File: src/rtl/aux_pack_pkg.sv
package aux_pack_pkg;

   typedef enum logic [1:0] {
      KIND_WRITE   = 2'd0,
      KIND_READ    = 2'd1,
      KIND_BAD_LEN = 2'd2,
      KIND_BAD_CMD = 2'd3
   } req_kind_e;

   localparam int          HDR_BYTES     = 4;
   localparam logic [3:0]  CMD_NATIVE_WR = 4'h8;
   localparam logic [3:0]  CMD_NATIVE_RD = 4'h9;
   localparam logic [3:0]  CMD_I2C_WR    = 4'h0;
   localparam logic [3:0]  CMD_I2C_RD    = 4'h1;
   localparam logic [3:0]  CMD_MOT_BIT   = 4'h4;

   localparam logic [7:0]  ST_TIMEOUT    = 8'd1;
   localparam logic [7:0]  ST_FLAGS      = 8'd2;
   localparam logic [7:0]  ST_ERROR      = 8'd3;

endpackage

File: src/rtl/aux_req_classify.sv
module aux_req_classify
   import aux_pack_pkg::*;
#(
   parameter int LEN_W          = 6,
   parameter int MAX_PAYLOAD    = 16,
   parameter int MAX_WR_PAYLOAD = 12
) (
   input  logic [3:0]       cmd,
   input  logic [LEN_W-1:0] len,
   output req_kind_e        kind
);

   logic [3:0] base_cmd;
   logic       is_wr;
   logic       is_rd;
   logic       over_any;
   logic       over_wr;

   assign base_cmd = cmd & ~CMD_MOT_BIT;

   always_comb begin
      is_wr    = (base_cmd == CMD_NATIVE_WR) || (base_cmd == CMD_I2C_WR);
      is_rd    = (base_cmd == CMD_NATIVE_RD) || (base_cmd == CMD_I2C_RD);
      over_any = len > LEN_W'(MAX_PAYLOAD);
      over_wr  = len > LEN_W'(MAX_WR_PAYLOAD);
      if (over_any || (is_wr && over_wr))
         kind = KIND_BAD_LEN;
      else if (!is_wr && !is_rd)
         kind = KIND_BAD_CMD;
      else if (is_wr)
         kind = KIND_WRITE;
      else
         kind = KIND_READ;
   end

endmodule

File: src/rtl/aux_hdr_format.sv
module aux_hdr_format
   import aux_pack_pkg::*;
#(
   parameter int LEN_W = 6,
   parameter int CNT_W = 5
) (
   input  logic [19:0]          addr,
   input  logic [3:0]           cmd,
   input  logic [LEN_W-1:0]     len,
   input  logic                 is_write,
   output logic [8*HDR_BYTES-1:0] hdr,
   output logic [CNT_W-1:0]     count
);

   localparam int TOT_W = LEN_W + 1;

   logic [TOT_W-1:0] total;
   logic [3:0]       len_nib;
   logic [3:0]       cnt_nib;

   always_comb begin
      total   = is_write ? (TOT_W'(len) + TOT_W'(HDR_BYTES)) : TOT_W'(HDR_BYTES);
      len_nib = (len == '0) ? 4'd0 : 4'(len - LEN_W'(1));
      cnt_nib = (len == '0) ? 4'(HDR_BYTES - 1) : total[3:0];
      hdr     = {cnt_nib, len_nib, cmd, addr[19:16], addr[15:8], addr[7:0]};
      count   = CNT_W'(total);
   end

endmodule

File: src/rtl/aux_frame_assemble.sv
module aux_frame_assemble
   import aux_pack_pkg::*;
#(
   parameter int LEN_W       = 6,
   parameter int MAX_PAYLOAD = 16,
   parameter int FRAME_W     = 8 * (HDR_BYTES + MAX_PAYLOAD)
) (
   input  logic [8*HDR_BYTES-1:0]   hdr,
   input  logic [8*MAX_PAYLOAD-1:0] payload,
   input  logic [LEN_W-1:0]         len,
   input  logic                     emit,
   input  logic                     keep_payload,
   output logic [FRAME_W-1:0]       frame
);

   assign frame[8*HDR_BYTES-1:0] = emit ? hdr : '0;

   for (genvar g = 0; g < MAX_PAYLOAD; g++) begin : g_lane
      assign frame[8*(HDR_BYTES+g) +: 8] =
         (keep_payload && (LEN_W'(g) < len)) ? payload[8*g +: 8] : 8'h00;
   end

endmodule

File: src/rtl/aux_reply_decode.sv
module aux_reply_decode
   import aux_pack_pkg::*;
#(
   parameter int RX_W = 5
) (
   input  logic            clk,
   input  logic            rst_n,
   input  logic            cap_valid,
   input  logic            cap_write,
   input  logic [RX_W-1:0] cap_len,
   input  logic            rsp_valid,
   input  logic [7:0]      rsp_status,
   input  logic [RX_W-1:0] rsp_rx_len,
   input  logic [RX_W-1:0] rsp_buf_size,
   output logic            rep_valid,
   output logic [3:0]      rep_code,
   output logic            rep_timeout,
   output logic            rep_flags,
   output logic            rep_error,
   output logic [RX_W-1:0] rep_len
);

   logic            kind_wr_q;
   logic [RX_W-1:0] wr_len_q;
   logic            st_to;
   logic            st_fl;
   logic            st_er;
   logic            st_fail;
   logic [RX_W-1:0] clamp_len;
   logic [RX_W-1:0] len_n;
   logic [3:0]      code_n;

   always_ff @(posedge clk) begin
      if (!rst_n) begin
         kind_wr_q <= 1'b0;
         wr_len_q  <= '0;
      end else if (cap_valid) begin
         kind_wr_q <= cap_write;
         wr_len_q  <= cap_len;
      end
   end

   always_comb begin
      st_to     = rsp_status == ST_TIMEOUT;
      st_fl     = rsp_status == ST_FLAGS;
      st_er     = rsp_status == ST_ERROR;
      st_fail   = st_to || st_fl || st_er;
      clamp_len = (rsp_rx_len > rsp_buf_size) ? rsp_buf_size : rsp_rx_len;
      len_n     = st_fail ? '0 : (kind_wr_q ? wr_len_q : clamp_len);
      code_n    = st_fail ? 4'd0 : rsp_status[7:4];
   end

   always_ff @(posedge clk) begin
      if (!rst_n) begin
         rep_valid   <= 1'b0;
         rep_code    <= '0;
         rep_timeout <= 1'b0;
         rep_flags   <= 1'b0;
         rep_error   <= 1'b0;
         rep_len     <= '0;
      end else begin
         rep_valid <= rsp_valid;
         if (rsp_valid) begin
            rep_code    <= code_n;
            rep_timeout <= st_to;
            rep_flags   <= st_fl;
            rep_error   <= st_er;
            rep_len     <= len_n;
         end
      end
   end

   // failure classes are exclusive
   p_fail_onehot_r10: assert property (@(posedge clk) disable iff (!rst_n)
      rep_valid |-> $onehot0({rep_timeout, rep_flags, rep_error}));

   // a failed reply carries no length and no code
   p_fail_empty_r10: assert property (@(posedge clk) disable iff (!rst_n)
      (rep_valid && (rep_timeout || rep_flags || rep_error)) |-> (rep_len == '0 && rep_code == '0));

   // a read result never exceeds the buffer
   p_read_clamp_r12: assert property (@(posedge clk) disable iff (!rst_n)
      (rep_valid && !$past(kind_wr_q)) |-> (rep_len <= $past(rsp_buf_size)));

   // a successful reply follows the status upper nibble
   p_code_r11: assert property (@(posedge clk) disable iff (!rst_n)
      (rep_valid && !(rep_timeout || rep_flags || rep_error)) |-> (rep_code == $past(rsp_status[7:4])));

endmodule

File: src/rtl/aux_req_packer.sv
module aux_req_packer
   import aux_pack_pkg::*;
#(
   parameter int MAX_PAYLOAD    = 16,
   parameter int MAX_WR_PAYLOAD = 12,
   localparam int LEN_W   = $clog2(MAX_PAYLOAD + 1) + 1,
   localparam int RX_W    = $clog2(MAX_PAYLOAD + 1),
   localparam int CNT_W   = $clog2(HDR_BYTES + MAX_PAYLOAD + 1),
   localparam int FRAME_W = 8 * (HDR_BYTES + MAX_PAYLOAD)
) (
   input  logic                     clk,
   input  logic                     rst_n,
   input  logic                     req_valid,
   input  logic [19:0]              req_addr,
   input  logic [3:0]               req_cmd,
   input  logic [LEN_W-1:0]         req_len,
   input  logic [8*MAX_PAYLOAD-1:0] req_payload,
   output logic                     tx_valid,
   output logic [FRAME_W-1:0]       tx_data,
   output logic [CNT_W-1:0]         tx_count,
   output logic                     tx_err_len,
   output logic                     tx_err_cmd,
   input  logic                     rsp_valid,
   input  logic [7:0]               rsp_status,
   input  logic [RX_W-1:0]          rsp_rx_len,
   input  logic [RX_W-1:0]          rsp_buf_size,
   output logic                     rep_valid,
   output logic [3:0]               rep_code,
   output logic                     rep_timeout,
   output logic                     rep_flags,
   output logic                     rep_error,
   output logic [RX_W-1:0]          rep_len
);

   if (MAX_PAYLOAD > 16 || MAX_PAYLOAD < 1) begin : g_bad_max
      initial $fatal(1, "MAX_PAYLOAD must lie in 1..16 to fit the length nibble");
   end
   if (MAX_WR_PAYLOAD > MAX_PAYLOAD || MAX_WR_PAYLOAD < 1) begin : g_bad_wr
      initial $fatal(1, "MAX_WR_PAYLOAD must lie in 1..MAX_PAYLOAD");
   end

   req_kind_e              kind;
   logic                   is_write;
   logic                   accept;
   logic [8*HDR_BYTES-1:0] hdr;
   logic [CNT_W-1:0]       count;
   logic [FRAME_W-1:0]     frame;

   aux_req_classify #(
      .LEN_W          (LEN_W),
      .MAX_PAYLOAD    (MAX_PAYLOAD),
      .MAX_WR_PAYLOAD (MAX_WR_PAYLOAD)
   ) classify_i (
      .cmd  (req_cmd),
      .len  (req_len),
      .kind (kind)
   );

   assign is_write = kind == KIND_WRITE;
   assign accept   = (kind == KIND_WRITE) || (kind == KIND_READ);

   aux_hdr_format #(
      .LEN_W (LEN_W),
      .CNT_W (CNT_W)
   ) hdr_i (
      .addr     (req_addr),
      .cmd      (req_cmd),
      .len      (req_len),
      .is_write (is_write),
      .hdr      (hdr),
      .count    (count)
   );

   aux_frame_assemble #(
      .LEN_W       (LEN_W),
      .MAX_PAYLOAD (MAX_PAYLOAD),
      .FRAME_W     (FRAME_W)
   ) frame_i (
      .hdr          (hdr),
      .payload      (req_payload),
      .len          (req_len),
      .emit         (accept),
      .keep_payload (is_write),
      .frame        (frame)
   );

   always_ff @(posedge clk) begin
      if (!rst_n) begin
         tx_valid   <= 1'b0;
         tx_data    <= '0;
         tx_count   <= '0;
         tx_err_len <= 1'b0;
         tx_err_cmd <= 1'b0;
      end else begin
         tx_valid <= req_valid;
         if (req_valid) begin
            tx_data    <= frame;
            tx_count   <= accept ? count : '0;
            tx_err_len <= kind == KIND_BAD_LEN;
            tx_err_cmd <= kind == KIND_BAD_CMD;
         end
      end
   end

   aux_reply_decode #(
      .RX_W (RX_W)
   ) reply_i (
      .clk          (clk),
      .rst_n        (rst_n),
      .cap_valid    (req_valid && accept),
      .cap_write    (is_write),
      .cap_len      (RX_W'(req_len)),
      .rsp_valid    (rsp_valid),
      .rsp_status   (rsp_status),
      .rsp_rx_len   (rsp_rx_len),
      .rsp_buf_size (rsp_buf_size),
      .rep_valid    (rep_valid),
      .rep_code     (rep_code),
      .rep_timeout  (rep_timeout),
      .rep_flags    (rep_flags),
      .rep_error    (rep_error),
      .rep_len      (rep_len)
   );

   // a rejected request emits nothing
   p_reject_silent_r6: assert property (@(posedge clk) disable iff (!rst_n)
      (tx_valid && (tx_err_len || tx_err_cmd)) |-> (tx_count == '0 && tx_data == '0));

   // the two rejection reasons never coincide
   p_err_exclusive_r8: assert property (@(posedge clk) disable iff (!rst_n)
      tx_valid |-> !(tx_err_len && tx_err_cmd));

   // the low address bytes lead an accepted frame
   p_hdr_addr_r1: assert property (@(posedge clk) disable iff (!rst_n)
      (tx_valid && !tx_err_len && !tx_err_cmd) |-> (tx_data[15:0] == $past(req_addr[15:0])));

   // no accepted frame carries more than the write cap beyond the header
   p_count_cap_r7: assert property (@(posedge clk) disable iff (!rst_n)
      (tx_valid && !tx_err_len && !tx_err_cmd) |-> (tx_count <= CNT_W'(HDR_BYTES + MAX_WR_PAYLOAD)));

   // the frame strobe follows exactly one request strobe
   p_tx_pulse_r9: assert property (@(posedge clk) disable iff (!rst_n)
      tx_valid |-> $past(req_valid));

endmodule

File: config.mk
export PLATFORM = sky130hd
export DESIGN_NAME = aux_req_packer
export DESIGN_NICKNAME = d
export VERILOG_FILES = /design/src/rtl/aux_pack_pkg.sv /design/src/rtl/aux_req_classify.sv /design/src/rtl/aux_hdr_format.sv /design/src/rtl/aux_frame_assemble.sv /design/src/rtl/aux_reply_decode.sv /design/src/rtl/aux_req_packer.sv
export SDC_FILE = /design/constraint.sdc
export NUM_CORES = 1
export LEC_CHECK = 0
export ABC_AREA = 1
export BUFFER_PORTS_ARGS = -buffer_cell sky130_fd_sc_hd__buf_4
export CAP_MARGIN = 5
export CORE_AREA = 2 2 140 142
export DETAILED_ROUTE_END_ITERATION = 16
export DIE_AREA = 0 0 142 144
export PLACE_DENSITY_LB_ADDON = 0.25
export RECOVER_POWER = 100
export SETUP_SLACK_MARGIN = 0.1
export SYNTH_ARGS = -nofsm -noshare
export SYNTH_HDL_FRONTEND = slang
export SYNTH_HIERARCHICAL = 1
export SYNTH_SLANG_ARGS = --single-unit
export TNS_END_PERCENT = 100
File: constraint.sdc
create_clock -name clk -period 5.65 [get_ports clk]
set_input_delay 0.8475 -clock clk [delete_from_list [all_inputs] [get_ports clk]]
set_output_delay 0.8475 -clock clk [all_outputs]
set_load 0.05 [all_outputs]
==> results.md <==
- Run status: finished, violations left
- Violated checks: capacitance limit, slew limit
- Clock tree root driver cell: sky130_fd_sc_hd__clkbuf_16
- Post-CTS Setup Bufs: 0
- Clock tree from TritonCTS: built
- Count of cells resized by post-cts repair: 0
- Share of cells above drive strength 1: 14.6%
- HPWL after DPL: 18300 µm
- Sum of routed wire length over all layers: ~26000 µm
- Most common cell in the netlist: sky130_fd_sc_hd__nor2_1
- Synthesis-stage register bit count: 187
- Time the worst path needs with I/O delays and setup: approximately 4.2 ns
- Cell types occupying the most area after synthesis: sky130_fd_sc_hd__dfxtp_1 (43%), sky130_fd_sc_hd__nor2_1 (20%), sky130_fd_sc_hd__o21ai_0 (9.8%)
- WS Path Type: input port to flip-flop
- Hold Vio Cnt, Final: 0
- Post-synth EDFFs: 0
- Kind of start point of the critical path: input port
- Number of max-cap violations: 1
- Critical path data required time: 5.96 ns
- Pins over their slew limit: 46
- Number of iterations in the first detailed-routing pass: 5
- Share of Yosys cell area claimed by the top area cell type: 43.2%
- Cts-stage hold buffer count: 0
- Bufs on Longest Clock Path: 2
- DRC Markers: 0
- Via count of the first global-routing pass: slightly above 8000
- Aggregate negative setup slack: 0 ns
- F_max: 0.236 GHz
- Detail-routed net length per standard cell: 14.3 µm
- Static Leak: 5.57 nW
- Initial antenna violation count: 0
- Remaining global-route overflow: 0
- RePlAce Congestion: about 0.84
- Final setup violation count: 0
- Width of the die: 142 µm
- Count of vias placed by the detailed router: 8787
- Worst slew slack as a fraction of its limit: -19.0%
- List of most frequent post-synthesis cells: sky130_fd_sc_hd__nor2_1 (464), sky130_fd_sc_hd__dfxtp_1 (187), sky130_fd_sc_hd__inv_1 (170), sky130_fd_sc_hd__o21ai_0 (170), sky130_fd_sc_hd__nand2_1 (94)
- Cell taking the most area after synthesis: sky130_fd_sc_hd__dfxtp_1
- Layout Skew: 0.00632 ns
- Number of nets with antenna violations after detailed routing: 0
- Post-Synthesis Cells: 1288
- Post-synth top flop: sky130_fd_sc_hd__dfxtp_1
- Slew @ Worst Pin: approximately 1.8 ns
- Initial cell density of the core: a little under half
- Placeable core region: ~19000 µm²
- Cell Area, Synth: just under 9000 µm²
- DIE AREA: 20400 µm²
- Gr usage total: 24.5%
- Ports: 361
- Post-synthesis average cell area: 6.72 µm²
- Final setup margin: 1.42 ns
- Quantity of I/O buffers inserted on ports: 360
- Row count: 51
- Peak VDD IR: approximately 210 µV
- H-tree depth: 4
- Worst Hold Slack: between 0.4 and 0.5 ns
- Starting DRT DRC Count: 390
- Period Utilization, post-route: 74.8%
- Proportion of register bits with asynchronous set or reset after synthesis: 0%
- Number of standard cells in the final layout excluding fillers: 1832
- Endpoint class of the critical path: flip-flop
- Worst-path clk slew: 0.07 ns
- RSZ-0062 raised after global routing: false
- Post-placement worst setup slack: between 1.5 and 2 ns
- Pwr/cell area: 296 nW/µm²
- Post-layout total power: 0.00326 W
- Antenna diode count: 0
- Placed cells: 1800
- Clock sink count: 187
- Ys Warns: 6
- Total number of nets in the final design: between 1500 and 2000
- Vias per Instance: 4.80
- Clock buffers created by TritonCTS: 17
- Area added between synthesis and finish: 27.2%
- Syn Nets: 1476
- Sequential-to-total area share from yosys stat: 43.2%
- Die height: 144 µm
- Largest driver fanout on the critical path: between 80 and 90
- CP Data Arrival Time: 4.54 ns
- Distinct cells, synth: 31
- Largest net degree at the start of global routing: 124
- Worst min path class: flip-flop to flip-flop
- First-pass GRT wire length: roughly 40000 µm
- Worst skew pair latency: about 0.42 ns
## kinds of logic after synthesis
group	synth area share (%)
AO/OA/AOI/OAI	13.8
XOR/XNOR	0.101
adder cells (fa/ha/maj)	1.16
AND/OR/NAND/NOR	27.4
buffers and inverters	14.3
flip-flops	43.2
## flip-flops by register name, summed over array words and instances (netlist names)
name                 flops
tx_err_cmd               1
reply_i/rep_error        1
reply_i/rep_flags        1
reply_i/kind_wr_q        1
tx_data                160
reply_i/rep_valid        1
reply_i/wr_len_q         5
tx_valid                 1
tx_err_len               1
reply_i/rep_code         4
reply_i/rep_len          5
reply_i/rep_timeout      1
tx_count                 5
## layout make-up
type                       count  area (µm²)
clock buffer                  21         470
clock inverter                11         109
fill                        2020        8070
inverter                     175         658
multi-input combinational    837        3670
sequential                   187        3740
tap                          238         298
timing repair buffer         363        2060
## critical path, stage by stage
cell                         delay (ns)
sky130_fd_sc_hd__buf_4             0.54
sky130_fd_sc_hd__clkinvlp_2        1.64
sky130_fd_sc_hd__nor2_1            0.92
sky130_fd_sc_hd__inv_1             0.25
sky130_fd_sc_hd__nor2_1            0.23
sky130_fd_sc_hd__nor2_1            0.08
## placed cells by master (no fill, tap or decap), types with 5 or more instances in the layout
master	n
sky130_fd_sc_hd__dfxtp_1	187
sky130_fd_sc_hd__a21boi_0	23
sky130_fd_sc_hd__nand3_1	28
sky130_fd_sc_hd__a21oi_1	25
sky130_fd_sc_hd__buf_4	181
sky130_fd_sc_hd__clkbuf_1	182
sky130_fd_sc_hd__clkbuf_16	17
sky130_fd_sc_hd__ha_1	8
sky130_fd_sc_hd__inv_1	170
sky130_fd_sc_hd__nand2_1	94
sky130_fd_sc_hd__o21ai_0	170
sky130_fd_sc_hd__nor2_1	464
sky130_fd_sc_hd__nand2_2	5
## path summary, 6_finish.rpt
path | cells past startpoint | startpoint | to | slack [ns]
min | 2 | reply_i/rep_code[3]$_SDFFE_PN0P_ | reply_i/rep_code[3]$_SDFFE_PN0P_ | 0.46
min reg2reg | 2 | reply_i/rep_code[3]$_SDFFE_PN0P_ | reply_i/rep_code[3]$_SDFFE_PN0P_ | 0.46
max reg2reg | 5 | reply_i/kind_wr_q$_SDFFE_PN0P_ | reply_i/rep_len[3]$_SDFFE_PN0P_ | 4.62
max | 6 | req_valid | reply_i/wr_len_q[1]$_SDFFE_PN0P_ | 1.42
## metal layers
metal  up-vias  share of wire (%)  track usage (%)
met3        48                7.7             7.42
li1       4494                  -                -
met2       304                 48             41.7
met5         -                  0                0
met4         0                3.0             9.79
met1      3941                 41             29.1
## stage by stage
step	cell area [µm²]	utilization (%)
3_5_place_dp	11100	58.2
2_1_floorplan	8660	-
6_report	11000	57.7
3_3_place_gp	11100	58.2
5_1_grt	11000	57.7
4_1_cts	11700	61.3
## power by group
group          leakage (nW)  internal [W]  switching [W]  total (W)
sequential             1.54       0.00139      0.0000330    0.00142
clock                 0.285      0.000650       0.000534    0.00118
combinational          3.74      0.000184       0.000473   0.000657
total                  5.57       0.00222        0.00104    0.00326
No activity file was read; power rests on OpenSTA's default activity.
